$ cat config.mk
export PLATFORM = sky130hd
export DESIGN_NAME = tx_port_share
export DESIGN_NICKNAME = d
export VERILOG_FILES = /design/src/rtl/tx_pkg.sv /design/src/rtl/tx_hold_reg.sv /design/src/rtl/tx_shift.sv /design/src/rtl/tx_pin_sel.sv /design/src/rtl/tx_port_share.sv
export SDC_FILE = /design/constraint.sdc
export NUM_CORES = 1
export LEC_CHECK = 0
export BUFFER_PORTS_ARGS = -buffer_cell sky130_fd_sc_hd__buf_2
export CAP_MARGIN = 5
export CORE_ASPECT_RATIO = 1.4
export CORE_MARGIN = 10
export CORE_UTILIZATION = 50
export DETAILED_ROUTE_END_ITERATION = 10
export GPL_TIMING_DRIVEN = 0
export MAX_ROUTING_LAYER = met4
export PLACE_DENSITY_LB_ADDON = 0.12
export SLEW_MARGIN = 20
export SYNTH_ARGS = -nofsm -noshare
export SYNTH_HDL_FRONTEND = slang
export SYNTH_SLANG_ARGS = --single-unit
export TNS_END_PERCENT = 10
$ cat constraint.sdc
create_clock -name clk_i -period 1.7 [get_ports clk_i]
set_input_delay 0.51 -clock clk_i [delete_from_list [all_inputs] [get_ports clk_i]]
set_output_delay 0.51 -clock clk_i [all_outputs]
set_load 0.05 [all_outputs]
$ cat src/rtl/tx_pkg.sv
package tx_pkg;
  typedef enum logic {
    FRAME_ASYNC = 1'b0,
    FRAME_SYNC  = 1'b1
  } frame_mode_e;

  typedef struct packed {
    logic overrun;
    logic parity;
    logic framing;
  } rx_err_t;
endpackage

$ cat src/rtl/tx_hold_reg.sv
module tx_hold_reg #(
  parameter int DW = 8
) (
  input  logic          clk_i,
  input  logic          rst_ni,
  input  logic          en_i,
  input  logic          wr_i,
  input  logic [DW-1:0] wr_data_i,
  input  logic          load_i,
  output logic [DW-1:0] data_o,
  output logic          empty_o
);
  logic [DW-1:0] data_q;
  logic          empty_q;

  always_ff @(posedge clk_i or negedge rst_ni) begin
    if (!rst_ni) begin
      data_q  <= '0;
      empty_q <= 1'b1;
    end else if (!en_i) begin
      empty_q <= 1'b1;
    end else if (wr_i) begin
      data_q  <= wr_data_i;
      empty_q <= 1'b0;
    end else if (load_i) begin
      empty_q <= 1'b1;
    end
  end

  assign data_o  = data_q;
  assign empty_o = empty_q;
endmodule

$ cat src/rtl/tx_shift.sv
module tx_shift
  import tx_pkg::*;
#(
  parameter int DW = 8
) (
  input  logic          clk_i,
  input  logic          rst_ni,
  input  logic          en_i,
  input  logic          tick_i,
  input  logic          ready_i,
  input  logic [DW-1:0] data_i,
  input  frame_mode_e   mode_i,
  input  logic          par_en_i,
  input  logic          par_odd_i,
  input  logic          two_stop_i,
  output logic          load_o,
  output logic          busy_o,
  output logic          bit_o
);
  localparam int FW = DW + 4;
  localparam int CW = $clog2(FW + 1);

  logic [FW-1:0] frame_q, nxt_frame;
  logic [CW-1:0] cnt_q, nxt_len;
  logic          busy_q, last;

  always_comb begin
    nxt_frame = '1;
    nxt_len   = CW'(DW);
    if (mode_i == FRAME_SYNC) begin
      nxt_frame[DW-1:0] = data_i;
    end else begin
      nxt_frame[0]    = 1'b0;
      nxt_frame[DW:1] = data_i;
      if (par_en_i) nxt_frame[DW+1] = (^data_i) ^ par_odd_i;
      nxt_len = CW'(DW + 2) + CW'(par_en_i) + CW'(two_stop_i);
    end
  end

  assign last   = busy_q && (cnt_q == CW'(1));
  assign load_o = en_i && tick_i && ready_i && (!busy_q || last);

  always_ff @(posedge clk_i or negedge rst_ni) begin
    if (!rst_ni) begin
      frame_q <= '1;
      cnt_q   <= '0;
      busy_q  <= 1'b0;
    end else if (!en_i) begin
      frame_q <= '1;
      cnt_q   <= '0;
      busy_q  <= 1'b0;
    end else if (load_o) begin
      frame_q <= nxt_frame;
      cnt_q   <= nxt_len;
      busy_q  <= 1'b1;
    end else if (tick_i && busy_q) begin
      if (last) begin
        busy_q <= 1'b0;
      end else begin
        frame_q <= {1'b1, frame_q[FW-1:1]};
        cnt_q   <= cnt_q - 1'b1;
      end
    end
  end

  assign busy_o = busy_q;
  assign bit_o  = frame_q[0];
endmodule

$ cat src/rtl/tx_pin_sel.sv
module tx_pin_sel (
  input  logic en_i,
  input  logic dr_i,
  input  logic ddr_i,
  input  logic busy_i,
  input  logic bit_i,
  output logic pin_o,
  output logic oe_o
);
  always_comb begin
    if (en_i) begin
      oe_o  = 1'b1;
      pin_o = busy_i ? bit_i : 1'b1;
    end else begin
      oe_o  = ddr_i;
      pin_o = dr_i;
    end
  end
endmodule

$ cat src/rtl/tx_port_share.sv
module tx_port_share
  import tx_pkg::*;
#(
  parameter int DW = 8
) (
  input  logic          clk_i,
  input  logic          rst_ni,
  input  logic          bit_tick_i,
  input  logic          tx_en_i,
  input  logic          port_dr_i,
  input  logic          port_ddr_i,
  input  logic          wr_i,
  input  logic [DW-1:0] wr_data_i,
  input  logic          sync_mode_i,
  input  logic          par_en_i,
  input  logic          par_odd_i,
  input  logic          two_stop_i,
  input  logic          err_overrun_i,
  input  logic          err_parity_i,
  input  logic          err_frame_i,
  output logic          tdr_empty_o,
  output logic          tx_end_o,
  output logic          pin_o,
  output logic          pin_oe_o
);
  frame_mode_e   mode;
  rx_err_t       errs;
  logic [DW-1:0] hold_data;
  logic          hold_empty, load, busy, sh_bit, start_ok;

  assign mode     = frame_mode_e'(sync_mode_i);
  assign errs     = '{overrun: err_overrun_i, parity: err_parity_i, framing: err_frame_i};
  // sync mode: any receive error holds off a new frame
  assign start_ok = !hold_empty && ((mode == FRAME_ASYNC) || (errs == '0));

  tx_hold_reg #(.DW(DW)) u_hold (
    .clk_i     (clk_i),
    .rst_ni    (rst_ni),
    .en_i      (tx_en_i),
    .wr_i      (wr_i),
    .wr_data_i (wr_data_i),
    .load_i    (load),
    .data_o    (hold_data),
    .empty_o   (hold_empty)
  );

  tx_shift #(.DW(DW)) u_shift (
    .clk_i      (clk_i),
    .rst_ni     (rst_ni),
    .en_i       (tx_en_i),
    .tick_i     (bit_tick_i),
    .ready_i    (start_ok),
    .data_i     (hold_data),
    .mode_i     (mode),
    .par_en_i   (par_en_i),
    .par_odd_i  (par_odd_i),
    .two_stop_i (two_stop_i),
    .load_o     (load),
    .busy_o     (busy),
    .bit_o      (sh_bit)
  );

  tx_pin_sel u_pin (
    .en_i   (tx_en_i),
    .dr_i   (port_dr_i),
    .ddr_i  (port_ddr_i),
    .busy_i (busy),
    .bit_i  (sh_bit),
    .pin_o  (pin_o),
    .oe_o   (pin_oe_o)
  );

  assign tdr_empty_o = hold_empty;
  assign tx_end_o    = !busy && hold_empty;
endmodule

==> reports/results.tsv <==
stage	metric	value	unit
status	result of the run	complete, but fails checks	
status	violated checks	setup timing	
drt	drt first pass iters	4	
worst_setup_path	CP startpoint kind	register	
power	reported net switching power	0.447	mW
clock_network	number of clock buffers inserted by TritonCTS	3	
synthesis	proportion of synthesized area in mux cells	0.133	
synthesis	most instantiated flip-flop cell in the synthesis netlist	dfrtp_1	
synthesis	fraction of the mapped netlist area in simple logic gates	0.106	
drt	WL per Instance	18.2	um
synthesis	area of the mapped netlist	1560	um2
power	Sw Share	0.293	
synthesis	post-synthesis compound-gate area fraction	0.229	
synthesis	top cells by area, synth	dfrtp_1, dfstp_2, mux2_2	
timing	worst setup skew after layout	0.00810	ns
timing	min cycle time layout	1.75	ns
synthesis	post-synth net total	175	
worst_setup_path	Arrival @ worst endpoint	1.24	ns
synthesis	Yosys top cell area share	0.209	
clock_network	# clock sinks	24	
grt	global-route wire length before repair	6560	um
clock_network	number of buffers inserted by hold repair at cts	0	
worst_setup_path	critical-path cell list	nor2b_4, buf_6	
synthesis	number of flops mapped to enable cells by yosys	0	
timing	Finish-stage setup viols	7	
grt	gr ovfl total	0	
clock_network	TritonCTS clock tree	built	
floorplanning	Die X-Extent	67.2	um
placed_design	routability congestion estimate from global placement	0.849	
power	relative contribution of the clock network to total power	0.253	
power	design internal power	1.08	mW
synthesis	top post-synthesis cells by count	mux2_2, dfrtp_1, dfstp_2	
worst_hold_path	Min-Delay Path Class	in2async	
clock_network	CTS Buffer Depth	2	
synthesis	sequential area share after synthesis	0.394	
placed_design	total half-perimeter wirelength after legalization and detailed placement	2930	um
timing	number of endpoints with negative hold slack in the final report	0	
synthesis	Cell variety after synth	50	
finish	area added between synthesis and finish	21.1	%
clock_network	number of H-tree levels	1	
floorplanning	Boundary Pins	26	
floorplanning	vertical die dimension	86.1	um
synthesis	post-synthesis share of cell area spent on xor and xnor gates	0.0481	
power	power per cell area	806	nW/um2
worst_setup_path	Crit path largest cell delay	0.63	ns
power	sequential cell fraction of total power	0.458	
clock_network	CTS clock-pin slew for the worst setup and hold paths	0.09	ns
worst_setup_path	worst setup path class	reg2out	
power	leakage	0.838	nW
finish	share of final-layout standard cells stronger than drive strength 1	0.433	
finish	Finished Layout Cells	217	
drt	routed via count	1295	
drt	post-detailed-route DRC marker count	0	
floorplanning	area of the die	5790	um2
power	power share of the combinational group	0.290	
synthesis	fraction of registers with async set/reset	1.00	
synthesis	FF+latch count, synth	24	
timing	Max Transition Viols Final	0	
synthesis	mean area per synthesized cell	10.4	um2
floorplanning	Initial Util	0.532	
placed_design	Placed Instances	210	
clock_network	source-to-sink clock delay at the later pin of the worst-skew pair	0.27	ns
finish	Diodes inserted	0	
worst_setup_path	endpoint type of the worst setup path	primary output	
synthesis	cell taking the most area after synthesis	dfrtp_1	
grt	GRT Total Usage	0.146	
synthesis	number of warnings issued by yosys	0	
synthesis	cell with the most instances after synthesis	mux2_2	
timing	Period Utilization, post-route	1.03	
synthesis	adder-cell share of the synthesized area	0.0241	
timing	max-slew headroom at the worst pin	0.629	
drt	via count normalized by instance count	5.97	
floorplanning	Floorplan Core Area	2940	um2
timing	unrepaired setup endpoints after global routing	yes	
worst_setup_path	worst-path fanout max	8	
synthesis	main combinational cell family by area after synthesis	compound AO/OA/AOI/OAI gates	
timing	timing-limited maximum frequency	0.573	GHz
timing	final worst slack	-0.0451	ns
grt	number of global-route vias before repair	1385	
floorplanning	total number of placement rows	23	
power	Max IR drop VDD	0.000784	V
job	number of maximum-capacitance constraint violations	0	
clock_network	cell at the root of the clock tree	clkbuf_8	
placed_design	worst setup slack before clock tree synthesis	-0.209	ns
drt	wire length after detailed routing	3940	um
worst_setup_path	required time reported for the critical path endpoint	1.19	ns
grt	maximum number of pins on one net before global-route repair	25	
grt	antenna violations before repair	0	
placed_design	number of buffer cells added on primary ports	23	
timing	slew at the pin with the worst max-slew slack	0.556	ns
worst_setup_path	Crit-path slowest cell	dfstp_2	
synthesis	cell count after synthesis	150	
drt	ANT nets after route	0	
finish	Layout Nets	206	
drt	initial drt markers	69	
worst max-delay path, delay by kind of cell, from the launching register on:
family	cells	cell delay [ns]
DFF	1	0.63
buffers and inverters	1	0.16
and+or+nand+nor	1	0.17
logic make-up after synthesis:
| kind of cell | count (synthesis) |
|---|---|
| DFF | 24 |
| buffers and inverters | 20 |
| AOI/OAI and AO/OA | 49 |
| adders and majority gates | 3 |
| muxes | 19 |
| and+or+nand+nor | 28 |
| xor gates and xnor gates | 7 |
routing by layer:
| metal | share of wire | global-route usage |
|---|---|---|
| met2 | 0.55 | 0.265 |
| met1 | 0.39 | 0.148 |
| met3 | 0.041 | 0.0260 |
| met4 | 0.022 | 0.0562 |
| met5 | 0 | - |
path summary, 6_finish.rpt:
check,endpoint,from,slack (ns),cells past startpoint
worst max-delay path,tx_end_o,u_hold.empty_o,-0.05,2
worst max register to register,u_shift.frame_q[4],u_shift.cnt_q[0],-0.02,5
min in group clk_i,u_hold.empty_o,wr_i,0.40,2
worst min register to register,u_shift.frame_q[9],u_shift.frame_q[9],0.51,2
worst min-delay path,u_shift.cnt_q[0],rst_ni,0.22,1
max in group asynchronous,u_shift.cnt_q[0],rst_ni,1.09,1
power groups by stage:
stage	combinational (mW)	clock, mW	sequential, mW
2_1_floorplan	0.315	0	0.694
6_report	0.441	0.385	0.697
4_1_cts	0.434	0.400	0.696
5_1_grt	0.485	0.423	0.705
3_3_place_gp	0.403	0	0.702
3_5_place_dp	0.412	0	0.705
cell usage in the layout (no fill, tap or decap), types with 3 or more instances in the layout:
| cell | count |
|---|---|
| a21oi_1 | 5 |
| xnor2_1 | 4 |
| dfstp_2 | 11 |
| inv_1 | 9 |
| dfrtp_1 | 12 |
| o211ai_1 | 3 |
| a221o_1 | 5 |
| mux2_2 | 14 |
| nand2_1 | 9 |
| clkbuf_8 | 6 |
| buf_4 | 5 |
| buf_2 | 19 |
| ha_1 | 3 |
| mux2i_1 | 5 |
| a22o_1 | 4 |
| buf_6 | 6 |
| a31oi_1 | 5 |
| o21ai_0 | 9 |
timing repair:
action	in CTS	in global routing
endpoints found under the hold margin	0	0
resized for setup	13	10
pin swaps	1	1
setup endpoints to repair	17	18
setup buffers	2	1
final cells by class:
| class | instances | area [um2] |
|---|---|---|
| plain buffers | 10 | 91.3 |
| clock buffers | 4 | 55.1 |
| fillers | 257 | 1050 |
| inverters | 10 | 37.5 |
| multi-input cells | 106 | 881 |
| flip-flops and latches | 24 | 616 |
| well taps | 37 | 46.3 |
| repair buffers | 26 | 163 |
through the flow:
step | hold slack [ns] | util | area [um2] | total power, mW | setup TNS (ns)
final | 0.219 | 0.644 | 1890 | 1.52 | -0.0940
after global placement | 0.482 | 0.591 | 1740 | 1.10 | -1.60
after detailed placement | 0.488 | 0.591 | 1740 | 1.12 | -1.91
after floorplan | 0.214 | - | 1570 | 1.01 | -0.0676
after global routing | 0.245 | 0.644 | 1890 | 1.61 | -0.907
after CTS | 0.238 | 0.632 | 1860 | 1.53 | -0.142
state kept, by name (all words and copies together), names as in the netlist:
signal,count
u_shift.frame_q,10
u_hold.data_o,8
u_shift.cnt_q,4
u_hold.empty_o,1
u_shift.busy_o,1
Note: power is estimated with default switching activity, not from simulation.
